`src/rtl/wake_pm_pkg.sv`:
```
package wake_pm_pkg;
  localparam int REG_W   = 32;
  localparam int B_PD    = 0;
  localparam int B_EN_MP = 1;
  localparam int B_EN_WF = 2;
  localparam int B_MP_F  = 5;
  localparam int B_WF_F  = 6;
  localparam int B_GUC   = 9;
  localparam int B_PCLR  = 31;

  typedef struct packed {
    logic ptr_cmd;
    logic guc;
    logic wf_flag;
    logic mp_flag;
    logic en_wf;
    logic en_mp;
    logic pd;
  } wake_ctrl_t;

  function automatic logic [REG_W-1:0] pack_word(input wake_ctrl_t c);
    logic [REG_W-1:0] w;
    w = '0;
    w[B_PD]    = c.pd;
    w[B_EN_MP] = c.en_mp;
    w[B_EN_WF] = c.en_wf;
    w[B_MP_F]  = c.mp_flag;
    w[B_WF_F]  = c.wf_flag;
    w[B_GUC]   = c.guc;
    w[B_PCLR]  = c.ptr_cmd;
    return w;
  endfunction

  function automatic logic pd_write_ok(input logic [REG_W-1:0] w);
    return w[B_PD] & (w[B_EN_MP] | w[B_EN_WF] | w[B_GUC]);
  endfunction

  function automatic logic [REG_W-1:0] reserved_mask();
    wake_ctrl_t all_on;
    all_on = '1;
    return ~pack_word(all_on);
  endfunction
endpackage

```
`src/rtl/wake_qualify.sv`:
```
module wake_qualify (
  input  logic pd,
  input  logic en_mp,
  input  logic en_wf,
  input  logic guc,
  input  logic magic_pulse,
  input  logic wframe_pulse,
  input  logic ucast_pulse,
  output logic mp_hit,
  output logic wf_hit,
  output logic wake
);
  always_comb begin
    mp_hit = pd & en_mp & magic_pulse;
    wf_hit = pd & ((en_wf & wframe_pulse) | (guc & ucast_pulse));
    wake   = mp_hit | wf_hit;
  end
endmodule

```
`src/rtl/wake_filt_ptr.sv`:
```
module wake_filt_ptr #(
  parameter int PTR_W = 3
) (
  input  logic             clk,
  input  logic             rst_n,
  input  logic             step,
  input  logic             rewind,
  output logic [PTR_W-1:0] ptr
);
  always_ff @(posedge clk or negedge rst_n) begin
    if (!rst_n)      ptr <= '0;
    else if (rewind) ptr <= '0;
    else if (step)   ptr <= ptr + 1'b1;
  end
endmodule

```
`src/rtl/wake_ctrl_reg.sv`:
```
module wake_ctrl_reg
  import wake_pm_pkg::*;
(
  input  logic             clk,
  input  logic             rst_n,
  input  logic             wr,
  input  logic             rd,
  input  logic [REG_W-1:0] wdata,
  input  logic             mp_hit,
  input  logic             wf_hit,
  output wake_ctrl_t       ctrl
);
  always_ff @(posedge clk or negedge rst_n) begin
    if (!rst_n) begin
      ctrl <= '0;
    end else begin
      if (wr) begin
        ctrl.en_mp   <= wdata[B_EN_MP];
        ctrl.en_wf   <= wdata[B_EN_WF];
        ctrl.guc     <= wdata[B_GUC];
        ctrl.ptr_cmd <= wdata[B_PCLR];
      end else begin
        ctrl.ptr_cmd <= 1'b0;
      end

      if (mp_hit | wf_hit) ctrl.pd <= 1'b0;
      else if (wr)         ctrl.pd <= pd_write_ok(wdata);

      if (mp_hit)  ctrl.mp_flag <= 1'b1;
      else if (rd) ctrl.mp_flag <= 1'b0;

      if (wf_hit)  ctrl.wf_flag <= 1'b1;
      else if (rd) ctrl.wf_flag <= 1'b0;
    end
  end
endmodule

```
`src/rtl/wake_pm_ctrl.sv`:
```
module wake_pm_ctrl
  import wake_pm_pkg::*;
#(
  parameter int PTR_W = 3
) (
  input  logic             clk,
  input  logic             rst_n,
  input  logic             reg_en,
  input  logic             reg_we,
  input  logic [31:0]      reg_wdata,
  output logic [31:0]      reg_rdata,
  input  logic             magic_pulse,
  input  logic             wframe_pulse,
  input  logic             ucast_pulse,
  input  logic             ptr_step,
  input  logic             rx_valid,
  output logic             rx_fwd,
  output logic             pm_event,
  output logic [PTR_W-1:0] filt_ptr,
  output logic             filt_ptr_clr
);
  wake_ctrl_t ctrl;
  logic wr_stb, rd_stb, rewind_stb;
  logic mp_hit, wf_hit, wake;
  logic pd_bit;

  assign wr_stb     = reg_en & reg_we;
  assign rd_stb     = reg_en & ~reg_we;
  assign rewind_stb = wr_stb & reg_wdata[B_PCLR];
  assign pd_bit     = ctrl.pd;

  wake_qualify u_qual (
    .pd          (ctrl.pd),
    .en_mp       (ctrl.en_mp),
    .en_wf       (ctrl.en_wf),
    .guc         (ctrl.guc),
    .magic_pulse (magic_pulse),
    .wframe_pulse(wframe_pulse),
    .ucast_pulse (ucast_pulse),
    .mp_hit      (mp_hit),
    .wf_hit      (wf_hit),
    .wake        (wake)
  );

  wake_ctrl_reg u_reg (
    .clk   (clk),
    .rst_n (rst_n),
    .wr    (wr_stb),
    .rd    (rd_stb),
    .wdata (reg_wdata),
    .mp_hit(mp_hit),
    .wf_hit(wf_hit),
    .ctrl  (ctrl)
  );

  wake_filt_ptr #(.PTR_W(PTR_W)) u_ptr (
    .clk   (clk),
    .rst_n (rst_n),
    .step  (ptr_step),
    .rewind(rewind_stb),
    .ptr   (filt_ptr)
  );

  assign reg_rdata    = pack_word(ctrl);
  assign rx_fwd       = rx_valid & ~pd_bit;
  assign pm_event     = wake;
  assign filt_ptr_clr = ctrl.ptr_cmd;
endmodule

```
`config.mk`:
```
export PLATFORM = sky130hd
export DESIGN_NAME = wake_pm_ctrl
export DESIGN_NICKNAME = d
export VERILOG_FILES = /design/src/rtl/wake_pm_pkg.sv /design/src/rtl/wake_qualify.sv /design/src/rtl/wake_filt_ptr.sv /design/src/rtl/wake_ctrl_reg.sv /design/src/rtl/wake_pm_ctrl.sv
export SDC_FILE = /design/constraint.sdc
export NUM_CORES = 1
export LEC_CHECK = 0
export BUFFER_PORTS_ARGS = -buffer_cell sky130_fd_sc_hd__buf_2
export CAP_MARGIN = 10
export CORE_MARGIN = 3
export CORE_UTILIZATION = 30
export CTS_BUF_LIST = sky130_fd_sc_hd__clkbuf_2
export DETAILED_ROUTE_END_ITERATION = 6
export PLACE_DENSITY_LB_ADDON = 0.15
export SYNTH_ARGS = -nofsm -noshare
export SYNTH_HDL_FRONTEND = slang
export SYNTH_SLANG_ARGS = --single-unit
export TNS_END_PERCENT = 5
```
`constraint.sdc`:
```
create_clock -name clk -period 1 [get_ports clk]
set_input_delay 0 -clock clk [delete_from_list [all_inputs] [get_ports clk]]
set_output_delay 0 -clock clk [all_outputs]
set_load 0.01 [all_outputs]
```
Word-level counts from Yosys, hierarchy flattened
Index checks and enable logic that the tools add are counted.
{"block": "word_totals", "out_inout_bits": 38, "reg_bits": 10, "word_cells": 37, "input_bits": 41}
{"block": "classes", "reduce_logical": 4, "mux": 8, "add_sub_neg": 1, "bitwise": 16}
{"operator": "bitwise AND 1 bit", "count": 10}
{"operator": "nonzero test 2 bit", "count": 4}
{"operator": "2-to-1 mux 1 bit", "count": 6}
{"operator": "2-to-1 mux 3 bit", "count": 2}
{"operator": "OR 1 bit", "count": 4}
{"operator": "adder 3 x 1 -> 3 bit, second input constant", "count": 1}
{"operator": "inverter 1 bit", "count": 2}

Depth between registers and ports, before layout
{"block": "depth", "ltp_word": 5, "depth_mapped": 4, "ltp_nobuf": 4}

By module
Synthesis repeated with hierarchy kept, for this count alone.
{"block": "unflattened", "cells_unflattened": 64, "area_unflattened_um2": 671.9}
{"module": "wake_ctrl_reg", "cells_each": 17, "seq_area_each_um2": 175.2, "area_each_um2": 272.8, "instances": 1}
{"module": "wake_pm_ctrl", "cells_each": 31, "seq_area_each_um2": 0.0, "area_each_um2": 229.0, "instances": 1}
{"module": "wake_filt_ptr", "cells_each": 11, "seq_area_each_um2": 75.1, "area_each_um2": 136.4, "instances": 1}
{"module": "wake_qualify", "cells_each": 5, "seq_area_each_um2": 0.0, "area_each_um2": 33.8, "instances": 1}

Worst setup path after synthesis
OpenSTA, ideal clock, no wires.
{"block": "synth_path", "path_type": "flip-flop to flip-flop", "start": "reg u_ptr.ptr[0]", "end": "reg u_ptr.ptr[1]", "arrival_ns": 0.873, "synth_period_minus_slack_ns": 0.992, "stages_incl_launch_ff": 4, "setup_ns": 0.120, "setup_slack_ns": 0.008, "path_buffers": 0, "required_ns": 0.880, "cell_sequence": "dfrtp_1 -> ha_1 -> mux2i_1 -> nor2_1"}
{"block": "synth_between", "elab_chain_len": 3}
{"element": "from (decl)", "line": "wake_filt_ptr.sv:8", "rtl": "output logic [PTR_W-1:0] ptr"}
{"element": "from (signal assigned)", "line": "wake_filt_ptr.sv:13", "rtl": "else if (step) ptr <= ptr + 1'b1;"}
{"element": "adder 3 x 1 -> 3 bit", "line": "wake_filt_ptr.sv:13"}
{"element": "2-to-1 mux 3 bit", "line": "wake_filt_ptr.sv:13"}
{"element": "2-to-1 mux 3 bit", "line": "wake_filt_ptr.sv:12", "rtl": "else if (rewind) ptr <= '0;"}
No other way between the ends. The select of a mux whose other input is x is not followed.
A chain may end at the register's enable or synchronous reset.

Final worst setup path
{"block": "layout_path", "start": "reg u_reg.ctrl[2] (netlist name)", "end": "out pm_event"}
{"block": "layout_between", "elab_chain_len": 4}
{"element": "bitwise AND 1 bit", "line": "wake_qualify.sv:15", "rtl": "wf_hit = pd & ((en_wf & wframe_pulse) | (guc & ucast_pulse));"}
{"element": "OR 1 bit", "line": "wake_qualify.sv:15"}
{"element": "bitwise AND 1 bit", "line": "wake_qualify.sv:15"}
{"element": "OR 1 bit", "line": "wake_qualify.sv:16", "rtl": "wake = mp_hit | wf_hit;"}
{"element": "to (decl)", "line": "wake_pm_ctrl.sv:18", "rtl": "output logic pm_event,"}
No other way between the ends.

==> impl_results.md <==
- Vias in the first global route: 376
- Routed Antenna Nets: 0
- Reg2Reg Depth: 3
- CTS tree: built
- Clk buf depth: 2
- Clock root buffer master: clkbuf_2
- Yosys warns: 0
- Gate Count Post-Synth: 68
- Initial Utilization: 0.3256
- Post-DP HPWL: 949.9 µm
- CTS H-tree depth: 1
- Max IR drop VDD: 856.0 µV
- Max-slew violation count: 0
- Most common cell after layout, fill and taps aside: buf_2
- Fin crit share: 1.083
- Critical setup path kind: flip-flop to output port
- Synth cell types: 22
- Cell Pwr Density: 1660 nW/µm²
- Register area share after synthesis: 0.3839
- I/O Buffers: 26
- CP startpoint kind: flip-flop
- Met2 Use GR: 0.1302
- Total power: 1.312 mW
- Die X: 52.62 µm
- Largest net degree at the start of global routing: 11
- Placement Cell Area: 688.2 µm²
- RSZ-0062 raised after global routing: yes
- Final wirelength: 1106 µm
- Worst skew pair latency: 250 ps
- Antenna cell count: 0
- Setup violators final: 2
- Top Ports: 79
- Max-cap violation count: 0
- Leakage: 0.4482 nW
- Core Region: 2002 µm²
- Final setup margin: -82.61 ps
- Worst Path Max Fanout: 2
- Post-layout min period: 1083 ps
- Violated checks: setup timing
- Number of synthesized register bits: 10
- Syn Area/Cell: 9.586 µm²
- Endpoints failing hold: 0
- Pre-CTS setup slack: 40.41 ps
- Worst Path Required: 1000 ps
- Vias per cell: 3.742
- Clock transition at path regs: 100 ps
- DRC: 0
- Outcome: finished with violations
- HP Class: input pin to flip-flop
- Worst hold path depth: 3
- Fmax: 923.7 MHz
- Mapped Area: 651.9 µm²
- Met3 Use GR: 0.04274
- First-pass detailed-route iteration total: 1
- GRT Resource Usage Total: 0.08116
- Most frequent cells in the layout: buf_2, conb_1, dfrtp_1
- Worst setup EP type: output port
- Routed WL per cell: 8.641 µm
- DIE HEIGHT: 52.62 µm
- GRT Residual Overflow: 0
- Global-route wire length before repair: 1573 µm
- Clock skew: 4.980 ps
- First DRT Iteration DRCs: 0
- TritonCTS Buffers: 3
- Site Rows: 16
- Met1 Usage GRT: 0.08681
- Crit path DAT: 1080 ps
- Share of layout cells above drive strength 1: 0.3663
- Initial antenna violation count: 0
- Fin area: 790.8 µm²
- Clock Sinks: 10
- P&R area growth vs syn: 21.31%
- Placer Congestion: 0.7443
- NumNets Final: 144
- DIE AREA: 2768 µm²
- Most used routing layer: met2
- Routed vias: 479
==> worst paths after layout <==
| kind | start | endpoint | slack, ps |
|---|---|---|---|
| min | reg_en | u_reg.ctrl[0] | 30 |
| max in group asynchronous | rst_n | u_reg.ctrl[1] | 680 |
| max reg2reg | u_ptr.ptr[0] | u_ptr.ptr[1] | 40 |
| max | u_reg.ctrl[2] | pm_event | -80 |
| min in group asynchronous | rst_n | u_reg.ctrl[4] | 130 |
| min reg2reg | u_reg.ctrl[4] | u_reg.ctrl[4] | 480 |
==> area by class of cell <==
type,instances,area [µm²]
fillers,221,1211
multi-input cells,51,274.0
flip-flops and latches,10,250.2
repair buffers,35,210.2
well taps,27,33.78
clock buffers,3,15.01
clock inverters,1,3.754
inverters,1,3.754
==> cell families after synthesis <==
kind of cell    synth area share
fa+ha+maj                0.01919
flops                     0.3839
compound gates           0.03453
xor+xnor                 0.02688
other cells             0.005753
simple gates              0.1114
buf+inv                   0.3512
mux                      0.06718
==> timing repair <==
action	4_1_cts	5_1_grt
buffers inserted	2	1
pin swaps	1	1
endpoints found under the setup margin	1	4
gates resized for setup	2	1
endpoints found under the hold margin	13	1
hold buffers	4	1
==> metal layers <==
| metal | vias to the layer above | wire length, µm |
|---|---|---|
| met5 | - | 0 |
| met4 | 0 | 8 |
| met3 | 3 | 120 |
| met2 | 29 | 582 |
| met1 | 217 | 393 |
| li1 | 230 | - |
==> critical path, cell delays in order, from the launching register on <==
cell	delay [ps]
dfrtp_1	400
a22oi_2	210
o21ai_2	80
buf_2	140
==> flip-flops by register name, indices dropped and copies added (netlist names) <==
register,cells
u_reg.ctrl,7
u_ptr.ptr,3
==> synth_stat cells, drive strengths merged <==
cell type / instances / area share
buf: 30 / 0.35
dfrtp: 10 / 0.38
nand2: 6 / 0.038
mux2: 3 / 0.052
nor2: 3 / 0.017
o21ai: 2 / 0.015
a21oi: 1 / 0.0077
a22oi: 1 / 0.012
and3: 1 / 0.0096
conb: 1 / 0.0058
ha: 1 / 0.019
inv: 1 / 0.0058
mux2i: 1 / 0.015
nand2b: 1 / 0.0096
nand3: 1 / 0.0077
nand4: 1 / 0.0096
nor2b: 1 / 0.0096
or3: 1 / 0.0096
xnor2: 1 / 0.013
xor2: 1 / 0.013
==> through the flow <==
step                hold slack [ps]  setup TNS, ps  utilization  cells
floorplan                    -295.6              0            -     92
global placement             -127.6              0       0.3438    116
detailed placement           -125.3              0       0.3438    116
CTS                           1.775         -99.59       0.3850    126
global route                  8.811         -375.6       0.3950    128
finish                        26.91         -119.6       0.3950    128
==> power by group <==
part | total [mW] | switching, mW | internal, mW
sequential | 0.574 | 0.0665 | 0.507
combinational | 0.521 | 0.268 | 0.253
clock | 0.218 | 0.131 | 0.0869
Power figures use the tool's default switching activity.
